===== src/rtl/plane_pkg.sv =====
`timescale 1ns/1ps
package plane_pkg;

   localparam int CFG_IDX_W = 3;

   typedef enum logic [1:0] {
      WM_SUBST  = 2'd0,
      WM_LATCH  = 2'd1,
      WM_SPLAT  = 2'd2,
      WM_MASKED = 2'd3
   } wmode_e;

   typedef enum logic [1:0] {
      FN_PASS = 2'd0,
      FN_AND  = 2'd1,
      FN_OR   = 2'd2,
      FN_XOR  = 2'd3
   } alu_e;

   localparam logic [CFG_IDX_W-1:0] IX_CONST     = 3'd0;
   localparam logic [CFG_IDX_W-1:0] IX_SUBST_EN  = 3'd1;
   localparam logic [CFG_IDX_W-1:0] IX_CMP_COLOR = 3'd2;
   localparam logic [CFG_IDX_W-1:0] IX_ROT_FN    = 3'd3;
   localparam logic [CFG_IDX_W-1:0] IX_RD_SEL    = 3'd4;
   localparam logic [CFG_IDX_W-1:0] IX_MODES     = 3'd5;
   localparam logic [CFG_IDX_W-1:0] IX_CMP_CARE  = 3'd6;
   localparam logic [CFG_IDX_W-1:0] IX_BITMASK   = 3'd7;

endpackage


===== src/rtl/pw_ctrl_regs.sv =====
`timescale 1ns/1ps
module pw_ctrl_regs
   import plane_pkg::*;
#(
   parameter int PLANES = 4,
   parameter int BYTE_W = 8,
   localparam int ROT_W = $clog2(BYTE_W),
   localparam int SEL_W = $clog2(PLANES)
) (
   input  logic                 clk,
   input  logic                 rst_n,
   input  logic                 cfg_wr,
   input  logic [CFG_IDX_W-1:0] cfg_idx,
   input  logic [BYTE_W-1:0]    cfg_data,
   output logic [PLANES-1:0]    const_bits,
   output logic [PLANES-1:0]    subst_en,
   output logic [PLANES-1:0]    cmp_color,
   output logic [PLANES-1:0]    cmp_care,
   output logic [ROT_W-1:0]     rot,
   output alu_e                 fn,
   output logic [SEL_W-1:0]     rd_sel,
   output wmode_e               wmode,
   output logic                 rmode,
   output logic [BYTE_W-1:0]    bitmask
);

   localparam int FN_LSB = ROT_W;
   localparam int RM_BIT = 2;

   logic [PLANES-1:0] plane_fields [4];
   logic              unused_cfg_bits;

   assign unused_cfg_bits = ^cfg_data;

   // the four plane-wide fields share one write path
   for (genvar f = 0; f < 4; f++) begin : g_plane_field
      localparam logic [CFG_IDX_W-1:0] FIELD_IX =
         (f == 0) ? IX_CONST :
         (f == 1) ? IX_SUBST_EN :
         (f == 2) ? IX_CMP_COLOR : IX_CMP_CARE;
      always_ff @(posedge clk) begin
         if (!rst_n) begin
            plane_fields[f] <= '0;
         end else if (cfg_wr && cfg_idx == FIELD_IX) begin
            plane_fields[f] <= cfg_data[PLANES-1:0];
         end
      end
   end

   assign const_bits = plane_fields[0];
   assign subst_en   = plane_fields[1];
   assign cmp_color  = plane_fields[2];
   assign cmp_care   = plane_fields[3];

   always_ff @(posedge clk) begin
      if (!rst_n) begin
         rot     <= '0;
         fn      <= FN_PASS;
         rd_sel  <= '0;
         wmode   <= WM_SUBST;
         rmode   <= 1'b0;
         bitmask <= '0;
      end else if (cfg_wr) begin
         case (cfg_idx)
            IX_ROT_FN: begin
               rot <= cfg_data[ROT_W-1:0];
               fn  <= alu_e'(cfg_data[FN_LSB+1:FN_LSB]);
            end
            IX_RD_SEL:  rd_sel  <= cfg_data[SEL_W-1:0];
            IX_MODES: begin
               wmode <= wmode_e'(cfg_data[1:0]);
               rmode <= cfg_data[RM_BIT];
            end
            IX_BITMASK: bitmask <= cfg_data;
            default: ;
         endcase
      end
   end


   cfg_hold_chk: assert property (@(posedge clk) disable iff (!rst_n)
      !cfg_wr |=> $stable({const_bits, subst_en, cmp_color, cmp_care,
                           rot, fn, rd_sel, wmode, rmode, bitmask}));


   mask_load_chk: assert property (@(posedge clk) disable iff (!rst_n)
      (cfg_wr && cfg_idx == IX_BITMASK) |=> bitmask == $past(cfg_data));

endmodule


===== src/rtl/pw_write_stage.sv =====
`timescale 1ns/1ps
module pw_write_stage
   import plane_pkg::*;
#(
   parameter int PLANES = 4,
   parameter int BYTE_W = 8,
   localparam int ROT_W  = $clog2(BYTE_W),
   localparam int DATA_W = PLANES * BYTE_W
) (
   input  logic              clk,
   input  logic              rst_n,
   input  logic              host_wr,
   input  logic [BYTE_W-1:0] host_wdata,
   input  logic [PLANES-1:0] plane_en,
   input  logic [DATA_W-1:0] latch,
   input  logic [PLANES-1:0] const_bits,
   input  logic [PLANES-1:0] subst_en,
   input  logic [ROT_W-1:0]  rot,
   input  alu_e              fn,
   input  wmode_e            wmode,
   input  logic [BYTE_W-1:0] bitmask,
   output logic [PLANES-1:0] plane_we,
   output logic [DATA_W-1:0] plane_wdata
);

   logic [2*BYTE_W-1:0] rot_wide;
   logic [BYTE_W-1:0]   rot_data;
   logic [BYTE_W-1:0]   eff_mask;
   logic [DATA_W-1:0]   merged;
   logic                unused_rot_hi;

   // one rotator shared by every plane
   assign rot_wide      = {host_wdata, host_wdata} >> rot;
   assign rot_data      = rot_wide[BYTE_W-1:0];
   assign unused_rot_hi = ^rot_wide[2*BYTE_W-1:BYTE_W];

   assign eff_mask = (wmode == WM_MASKED) ? (bitmask & rot_data) : bitmask;

   for (genvar p = 0; p < PLANES; p++) begin : g_plane
      logic [BYTE_W-1:0] lat_b;
      logic [BYTE_W-1:0] src_b;
      logic [BYTE_W-1:0] alu_b;

      assign lat_b = latch[p*BYTE_W +: BYTE_W];

      always_comb begin
         case (wmode)
            WM_SUBST:  src_b = subst_en[p] ? {BYTE_W{const_bits[p]}} : rot_data;
            WM_LATCH:  src_b = lat_b;
            WM_SPLAT:  src_b = {BYTE_W{host_wdata[p]}};
            default:   src_b = {BYTE_W{const_bits[p]}};
         endcase
      end

      always_comb begin
         case (fn)
            FN_AND:  alu_b = src_b & lat_b;
            FN_OR:   alu_b = src_b | lat_b;
            FN_XOR:  alu_b = src_b ^ lat_b;
            default: alu_b = src_b;
         endcase
      end

      assign merged[p*BYTE_W +: BYTE_W] = (wmode == WM_LATCH) ? lat_b :
         ((alu_b & eff_mask) | (lat_b & ~eff_mask));
   end

   always_ff @(posedge clk) begin
      if (!rst_n) begin
         plane_we    <= '0;
         plane_wdata <= '0;
      end else begin
         plane_we <= host_wr ? plane_en : '0;
         if (host_wr) begin
            plane_wdata <= merged;
         end
      end
   end


   we_gate_chk: assert property (@(posedge clk) disable iff (!rst_n)
      host_wr |=> plane_we == $past(plane_en));


   we_idle_chk: assert property (@(posedge clk) disable iff (!rst_n)
      !host_wr |=> (plane_we == '0) && $stable(plane_wdata));


   latch_copy_chk: assert property (@(posedge clk) disable iff (!rst_n)
      (host_wr && wmode == WM_LATCH) |=> plane_wdata == $past(latch));


   keep_bits_chk: assert property (@(posedge clk) disable iff (!rst_n)
      (host_wr && (wmode == WM_SUBST || wmode == WM_SPLAT)) |=>
         ((plane_wdata ^ $past(latch)) & ~{PLANES{$past(bitmask)}}) == '0);

endmodule


===== src/rtl/pw_read_path.sv =====
`timescale 1ns/1ps
module pw_read_path #(
   parameter int PLANES = 4,
   parameter int BYTE_W = 8,
   localparam int SEL_W  = $clog2(PLANES),
   localparam int DATA_W = PLANES * BYTE_W
) (
   input  logic              clk,
   input  logic              rst_n,
   input  logic              host_rd,
   input  logic [DATA_W-1:0] plane_rdata,
   input  logic [SEL_W-1:0]  rd_sel,
   input  logic              rmode,
   input  logic [PLANES-1:0] cmp_color,
   input  logic [PLANES-1:0] cmp_care,
   output logic [DATA_W-1:0] latch,
   output logic [BYTE_W-1:0] host_rdata
);

   logic [BYTE_W-1:0] sel_byte;
   logic [BYTE_W-1:0] cmp_byte;

   assign sel_byte = plane_rdata[int'(rd_sel)*BYTE_W +: BYTE_W];

   // per bit position: gather that bit across planes and compare
   for (genvar i = 0; i < BYTE_W; i++) begin : g_bitpos
      logic [PLANES-1:0] col_bits;
      for (genvar p = 0; p < PLANES; p++) begin : g_gather
         assign col_bits[p] = plane_rdata[p*BYTE_W + i];
      end
      assign cmp_byte[i] = &(~cmp_care | ~(col_bits ^ cmp_color));
   end

   always_ff @(posedge clk) begin
      if (!rst_n) begin
         latch      <= '0;
         host_rdata <= '0;
      end else if (host_rd) begin
         latch      <= plane_rdata;
         host_rdata <= rmode ? cmp_byte : sel_byte;
      end
   end


   latch_load_chk: assert property (@(posedge clk) disable iff (!rst_n)
      host_rd |=> latch == $past(plane_rdata));


   rd_hold_chk: assert property (@(posedge clk) disable iff (!rst_n)
      !host_rd |=> $stable(host_rdata) && $stable(latch));


   care_none_chk: assert property (@(posedge clk) disable iff (!rst_n)
      (host_rd && rmode && cmp_care == '0) |=> host_rdata == '1);

endmodule


===== src/rtl/planar_rw_datapath.sv =====
`timescale 1ns/1ps
module planar_rw_datapath
   import plane_pkg::*;
#(
   parameter int PLANES = 4,
   parameter int BYTE_W = 8,
   localparam int ROT_W  = $clog2(BYTE_W),
   localparam int SEL_W  = $clog2(PLANES),
   localparam int DATA_W = PLANES * BYTE_W
) (
   input  logic                 clk,
   input  logic                 rst_n,
   input  logic                 cfg_wr,
   input  logic [CFG_IDX_W-1:0] cfg_idx,
   input  logic [BYTE_W-1:0]    cfg_data,
   input  logic                 host_wr,
   input  logic [BYTE_W-1:0]    host_wdata,
   input  logic                 host_rd,
   input  logic [DATA_W-1:0]    plane_rdata,
   input  logic [PLANES-1:0]    plane_en,
   output logic [PLANES-1:0]    plane_we,
   output logic [DATA_W-1:0]    plane_wdata,
   output logic [BYTE_W-1:0]    host_rdata
);

   if (PLANES < 2 || (1 << SEL_W) != PLANES) begin : g_bad_planes
      $error("PLANES must be a power of two and at least 2");
   end
   if (PLANES > BYTE_W) begin : g_bad_splat
      $error("PLANES may not exceed BYTE_W");
   end
   if ((1 << ROT_W) != BYTE_W || ROT_W + 2 > BYTE_W) begin : g_bad_byte
      $error("BYTE_W must be a power of two wide enough for rotate and op fields");
   end

   logic [PLANES-1:0] const_bits;
   logic [PLANES-1:0] subst_en;
   logic [PLANES-1:0] cmp_color;
   logic [PLANES-1:0] cmp_care;
   logic [ROT_W-1:0]  rot;
   alu_e              fn;
   logic [SEL_W-1:0]  rd_sel;
   wmode_e            wmode;
   logic              rmode;
   logic [BYTE_W-1:0] bitmask;
   logic [DATA_W-1:0] latch;

   pw_ctrl_regs #(.PLANES(PLANES), .BYTE_W(BYTE_W)) u_regs (
      .clk        (clk),
      .rst_n      (rst_n),
      .cfg_wr     (cfg_wr),
      .cfg_idx    (cfg_idx),
      .cfg_data   (cfg_data),
      .const_bits (const_bits),
      .subst_en   (subst_en),
      .cmp_color  (cmp_color),
      .cmp_care   (cmp_care),
      .rot        (rot),
      .fn         (fn),
      .rd_sel     (rd_sel),
      .wmode      (wmode),
      .rmode      (rmode),
      .bitmask    (bitmask)
   );

   pw_write_stage #(.PLANES(PLANES), .BYTE_W(BYTE_W)) u_write (
      .clk         (clk),
      .rst_n       (rst_n),
      .host_wr     (host_wr),
      .host_wdata  (host_wdata),
      .plane_en    (plane_en),
      .latch       (latch),
      .const_bits  (const_bits),
      .subst_en    (subst_en),
      .rot         (rot),
      .fn          (fn),
      .wmode       (wmode),
      .bitmask     (bitmask),
      .plane_we    (plane_we),
      .plane_wdata (plane_wdata)
   );

   pw_read_path #(.PLANES(PLANES), .BYTE_W(BYTE_W)) u_read (
      .clk         (clk),
      .rst_n       (rst_n),
      .host_rd     (host_rd),
      .plane_rdata (plane_rdata),
      .rd_sel      (rd_sel),
      .rmode       (rmode),
      .cmp_color   (cmp_color),
      .cmp_care    (cmp_care),
      .latch       (latch),
      .host_rdata  (host_rdata)
   );


   same_cycle_chk: assert property (@(posedge clk) disable iff (!rst_n)
      (host_wr && host_rd && wmode == WM_LATCH) |=>
         plane_wdata == $past(latch) && latch == $past(plane_rdata));


   reset_out_chk: assert property (@(posedge clk)
      $past(!rst_n) |-> plane_we == '0 && host_rdata == '0 && plane_wdata == '0);

endmodule


===== config.mk =====
export PLATFORM = sky130hd
export DESIGN_NAME = planar_rw_datapath
export DESIGN_NICKNAME = d
export VERILOG_FILES = /design/src/rtl/plane_pkg.sv /design/src/rtl/pw_ctrl_regs.sv /design/src/rtl/pw_write_stage.sv /design/src/rtl/pw_read_path.sv /design/src/rtl/planar_rw_datapath.sv
export SDC_FILE = /design/constraint.sdc
export NUM_CORES = 1
export LEC_CHECK = 0
export BUFFER_PORTS_ARGS = -buffer_cell sky130_fd_sc_hd__buf_2
export CAP_MARGIN = 20
export CORE_UTILIZATION = 59
export DETAILED_ROUTE_END_ITERATION = 8
export GPL_TIMING_DRIVEN = 1
export HOLD_SLACK_MARGIN = 0.08
export PLACE_DENSITY_LB_ADDON = 0.08
export SLEW_MARGIN = 40
export SYNTH_ARGS = -nofsm -noshare
export SYNTH_HDL_FRONTEND = slang
export SYNTH_SLANG_ARGS = --single-unit

===== constraint.sdc =====
create_clock -name clk -period 2.9 [get_ports clk]
set_clock_uncertainty 0.1 [all_clocks]
set_input_delay 0.58 -clock clk [delete_from_list [all_inputs] [get_ports clk]]
set_output_delay 0.58 -clock clk [all_outputs]
set_load 0.01 [all_outputs]

# After elaboration in Yosys (flattened, before gate mapping)
# Memory sizes are Yosys's and may differ from the RTL's.
# Index checks and enable logic that the tools add are counted.
# classes
muxes	35
n_shift	2
eq_ne	13
reduce_logical	19
n_bitwise	55
# ops
cell	n
8-bit case mux with 3 select lines	8
8-bit AND	13
8-bit two-way mux	10
8-bit bitwise OR	8
4-bit NOT	9
4-bit bitwise OR	8
4-bit AND reduction	8
32-bit by 6-bit indexed part select with 8-bit output	1
4-bit XOR	8
8-bit XOR	4
4-bit two-way mux	4
16-bit by 3-bit >> shifter with 8-bit output	1
1-bit two-way mux	13
3-bit equality test (second input constant)	4
2-bit AND reduction	5
2-bit equality test (second input constant)	4
8-bit NOT	1
3-bit by 2-bit equality test with 1-bit output (second input constant)	2
2-bit by 1-bit equality test with 1-bit output (second input constant)	2
1-bit logical AND	4
1-bit bitwise OR	4
3-bit by 1-bit equality test with 1-bit output (second input constant)	1
3-bit zero test	1
2-bit zero test	1
# word_totals
wordCells	135
out_inout_bits	44
mem_bits_rw	16
memories	1
ff_bits	94
# memory_table
memory	depth	width	rd	rd_clocked_by_memory_dff	write_ports	line	rtl
u_regs.plane_fields	4	4	4	0	4	pw_ctrl_regs.sv:30	logic [PLANES-1:0] plane_fields [4];

# Logic depth before layout (Yosys ltp)
# logic_depth
ltp_word	8
depth_mapped	12
ltp_nobuf	10

# Cells and area by module
# A second synthesis with hierarchy kept.
# unflattened
cells_unflattened	991
hier_area_um2	8319.2
# modules_own_cells
module	cells_each	area_per_inst_um2	n_inst	seq_area_each_um2
pw_write_stage	673	4717.0	1	720.7
pw_read_path	198	2149.6	1	800.8
pw_ctrl_regs	120	1452.6	1	840.8

# Least setup slack after synthesis
# Ideal clock, no wire load.
# synth_path
kind	in2reg
start	in host_wdata[2]
end	reg u_write.plane_wdata[15]
required_time_ns	2.670
slack_ns	0.149
stages	10
arrival_ns	2.521
path_cell_list	mux4_2 mux2_4 o21ai_0 nand3_1 ha_1 nand2b_1 a21oi_1 o31ai_1 o221ai_1 o211ai_1
# synth_between
elab_chain_cells	8
elab_cells_between_ends	14
cone_classes	shift: 1; mux: 5; bitwise: 8
# synth_lines
element	line	rtl
start, declared	planar_rw_datapath.sv:17	input logic [BYTE_W-1:0] host_wdata,
16-bit by 3-bit >> shifter with 8-bit output *	pw_write_stage.sv:33	assign rot_wide = {host_wdata, host_wdata} >> rot;
8-bit two-way mux	pw_write_stage.sv:48	WM_SUBST: src_b = subst_en[p] ? {BYTE_W{const_bits[p]}} : rot_data;
8-bit case mux with 3 select lines	pw_write_stage.sv:47	case (wmode)
8-bit XOR, or another cell as far along	pw_write_stage.sv:59	FN_XOR: alu_b = src_b ^ lat_b;
8-bit case mux with 3 select lines	pw_write_stage.sv:56	case (fn)
8-bit AND	pw_write_stage.sv:65	((alu_b & eff_mask) | (lat_b & ~eff_mask));
8-bit bitwise OR *	pw_write_stage.sv:65	
8-bit two-way mux *	pw_write_stage.sv:64	assign merged[p*BYTE_W +: BYTE_W] = (wmode == WM_LATCH) ? lat_b :
end signal, assigned	pw_write_stage.sv:75	plane_wdata <= merged;
end, declared	pw_write_stage.sv:23	output logic [DATA_W-1:0] plane_wdata
# Mark *: on every way between the ends. The rest lies on a longest branch, timed or not.
# A chain may end at the register's enable or synchronous reset.

# Final worst setup path
# layout_path
start	reg u_regs.rot[0]
end	reg u_write.plane_wdata[5]
# layout_between
elab_chain_cells	8
elab_cells_between_ends	14
cone_classes	shift: 1; mux: 5; bitwise: 8
# layout_lines
element	line	rtl
start, declared	pw_ctrl_regs.sv:19	output logic [ROT_W-1:0] rot,
start signal, assigned	pw_ctrl_regs.sv:66	rot <= cfg_data[ROT_W-1:0];
16-bit by 3-bit >> shifter with 8-bit output *	pw_write_stage.sv:33	
8-bit two-way mux	pw_write_stage.sv:48	
8-bit case mux with 3 select lines	pw_write_stage.sv:47	
8-bit XOR, or another cell as far along	pw_write_stage.sv:59	
8-bit case mux with 3 select lines	pw_write_stage.sv:56	
8-bit AND	pw_write_stage.sv:65	
8-bit bitwise OR *	pw_write_stage.sv:65	
8-bit two-way mux *	pw_write_stage.sv:64	
# Marks and branches as above.

==> summary.txt <==
Floorplan
  – Die height: approximately 120 µm
  – Chip width: 120.2 µm
  – Cell Rows: between 40 and 50
  – Initial Utilization: between 60% and 70%
  – Core ar.: between 10,000 and 15,000 µm²
  – Full die area: 14,440 µm²
  – I/O pin count: about 100

Setup path
  – Crit Reg-Reg Startpoint: u_regs.rot[0]$_SDFFE_PN0P_
  – Kind of end point of the critical path: flop
  – Number of cells on the worst reg-to-reg path: 11
  – Critical Path AT: roughly 3.0 ns
  – Internal reg-to-reg setup slack: 0.12 ns
  – Kind of critical path: reg -> reg
  – Worst Setup Start Kind: flop
  – Worst Path Max Fanout: 9
  – Crit path launch: u_regs.rot[0]$_SDFFE_PN0P_
  – Critical path required time: between 3 and 4 ns
  – RR Endpoint: u_write.plane_wdata[5]$_SDFFE_PN0P_

Detailed routing
  – Metal3 WL: ~2.7 mm
  – Post-route ant nets: 0
  – Via/cell ratio: between 6 and 7
  – DR DRC count: 0
  – Vias: 8,580
  – DRT iter0 DRCs: between 1,000 and 1,500
  – Drt pass-1 iters: 8
  – Total routed wirelength: ~27 mm
  – Wire per inst: 19.91 µm
  – Met1 wire length: roughly 11 mm
  – Total length of routed met2 wires: approximately 12 mm
  – Highest metal used: met4

Outcome
  – Run status: complete, no violations

Logic synthesis
  – #FFs+latches synth: between 100 and 150
  – Synthesized instance count: 1,065
  – Number of synthesized flops with an enable pin: 16
  – Commonest cells in the netlist: nand2_1 (154), o21ai_0 (126), dfxtp_1 (94)
  – Syn_area_per_cell: 7.736 µm²
  – Mapped Nets: 1,157
  – Synthesized area: 8239 µm²
  – Async S/R FF share, synth: 0%
  – Synth top area cells: dfxtp_1 (23%), o21ai_0 (7.7%), nand2_1 (7.0%)
  – Top-count cell post-synth: nand2_1
  – Post-synth top area share: between 20% and 30%
  – Yosys top cell by area: dfxtp_1
  – Synthesis Warnings: 0
  – Primary FF master, synth: dfxtp_1
  – Post-synth cell types: slightly above 50
  – Seq/Total Area, Yosys: about 29%

Layout
  – Final Non-Filler Cells: roughly 1,300
  – Fraction of layout cells with a size suffix above 1: about a fifth
  – Final nets: between 1,000 and 1,500
  – P&R area growth vs syn: 14.24%
  – Final instance area: roughly 9400 µm²

STA
  – Final period util: 95.74%
  – Rel. slew slack: 54.72%
  – Fmax: ~0.36 GHz
  – Hold Vio Cnt, Final: 0
  – Min cycle time layout: between 2 and 3 ns
  – Setup TNS: 0 ns
  – Setup violators final: 0
  – RSZ-0062 raised after global routing: yes
  – Worst-Margin Slew: 0.6793 ns
  – Final-report max-slew violation count: 0

Min path
  – HP Start: cfg_data[7]
  – Hold path endpoint: u_regs.bitmask[7]$_SDFFE_PN0P_
  – HP Class: in -> reg
  – Worst Hold Path Cells: 3

Power and ir drop
  – Overall power: 0.003967 W
  – Leak: 3.739 nW
  – Pwr dens: 421.5 nW/µm²
  – Max VDD drop: 0.0003309 V

Clocking
  – Clock-pin slew on the worst setup and hold paths: 0.08 ns
  – Htree depth: 3
  – Hold buffers post-CTS: 0
  – Clock sinks: 110
  – TritonCTS Buffers: 9
  – Clock Root Buffer: clkbuf_16
  – CTS tree: built
  – Worst-Skew Late Latency: ~0.36 ns
  – Longest Clk Path Bufs: 2

Global routing
  – Total grt overflow: 0
  – First-pass GRT wire length: between 40 and 50 mm
  – Vias in the first global route: 7,610
  – Tot GR Track Use: between 30% and 40%
  – Pin count of the biggest net entering global routing: 95
  – Initial antenna violation count: 1

Place
  – Port buffer count: approximately 100
  – GPL Wtd Cong: 0.9864
  – DP Cell Count: approximately 1,300
  – Placed inst area: around 9000 µm²
  – DP HPWL: approximately 20 mm

Run
  – Maxcap violations: 0
cells in the final DEF (no fill, tap or decap), types with 3 or more instances in the layout:
master,Yosys,layout
buf_2,12,103
edfxtp_1,16,16
nand2b_1,39,39
o31ai_1,35,35
xor2_1,32,32
and4_1,3,3
ha_1,32,32
a222oi_1,8,8
a22oi_1,25,25
mux2i_1,50,50
o211ai_1,4,4
nand3_1,35,35
a21oi_1,84,82
inv_1,30,30
mux2_4,6,7
mux2_2,6,5
a21oi_2,5,7
nor3_1,58,58
nand2_1,154,154
o21ai_0,126,111
dfxtp_1,94,90
a31oi_1,7,7
mux4_2,13,16
buf_12,0,3
and2_1,16,16
a32oi_1,5,5
o22ai_1,7,7
buf_4,2,51
o21ai_1,3,17
dfxtp_2,0,4
o221a_2,3,3
nor2b_1,11,10
nor2_1,56,56
clkbuf_16,0,9
and3_1,5,5
worst max path at each step:
stage	endpoint	slack, ns
3_5_place_dp	u_write.plane_wdata[7]$_SDFFE_PN0P_	-0.16
3_3_place_gp	u_write.plane_wdata[1]$_SDFFE_PN0P_	-0.10
2_1_floorplan	u_write.plane_wdata[15]$_SDFFE_PN0P_	0.15
4_1_cts	u_write.plane_wdata[17]$_SDFFE_PN0P_	0.04
6_report	u_write.plane_wdata[5]$_SDFFE_PN0P_	0.12
5_1_grt	u_write.plane_wdata[25]$_SDFFE_PN0P_	-0.06
state kept, by name, indices dropped and copies added, names as in the netlist:
name,count
u_regs.rmode,1
u_regs.wmode,2
u_write.plane_we,4
u_regs.fn,2
u_regs.bitmask,8
u_regs.rot,3
u_regs.rd_sel,2
u_write.plane_wdata,32
u_regs.plane_fields,16
u_read.host_rdata,8
u_read.latch,32
through the flow:
stage | hold slack, ns | utilization (%) | setup slack, ns
after floorplan | 0.3634 | - | 0.1489
after global placement | 0.3747 | 67.62 | -0.1018
after detailed placement | 0.3777 | 67.62 | -0.1628
after CTS | 0.3472 | 69.85 | 0.04316
after global routing | 0.3511 | 69.97 | -0.05649
final | 0.3526 | 69.97 | 0.1236
cells by family (layout without fill, tap and decap cells):
family,Yosys count,count (layout),synth area share [%]
muxes,78,78,12.50
other,0,1,0
DFF,110,110,28.67
adders and majority gates,32,32,4.859
and+or+nand+nor,383,383,21.53
xor gates and xnor gates,32,32,3.402
buffers and inverters,107,204,5.345
AOI/OAI and AO/OA,323,323,23.69
final cells by class:
type,count,area (µm²)
Antenna cell,1,2.502
Clock buffer,10,229.0
Clock inverter,6,70.07
Fill cell,1155,4040
Inverter,31,116.4
Multi-Input combinational cell,848,5449
Sequential cell,110,2367
Tap cell,176,220.2
Timing Repair Buffer,157,958.4
timing repair:
action,CTS,global route
resized for setup,0,25
setup buffers,0,1
endpoints found under the setup margin,0,30
critical path, stage by stage, from the launching register on:
cell	delay [ns]
dfxtp_2	0.34
buf_12	0.13
mux4_2	0.55
mux2_4	0.33
o21ai_0	0.20
nand3_1	0.10
ha_1	0.27
nand2b_1	0.11
a21oi_1	0.07
nor3_1	0.21
a21oi_1	0.06
o31ai_1	0.22
power by group:
group / total, W / leakage, nW / internal [W] / switching, W
sequential: 0.00175 / 0.926 / 0.00162 / 0.000132
clock: 0.00130 / 0.146 / 0.000681 / 0.000618
combinational: 0.000914 / 2.67 / 0.000401 / 0.000513
metal layers:
metal / GRT usage, % / up-vias
met1: 51.77 / 4001
met5: 0 / -
met3: 7.170 / 66
li1: - / 4052
met4: 16.72 / 0
met2: 57.90 / 461
Note: power is estimated with default switching activity, not from simulation.
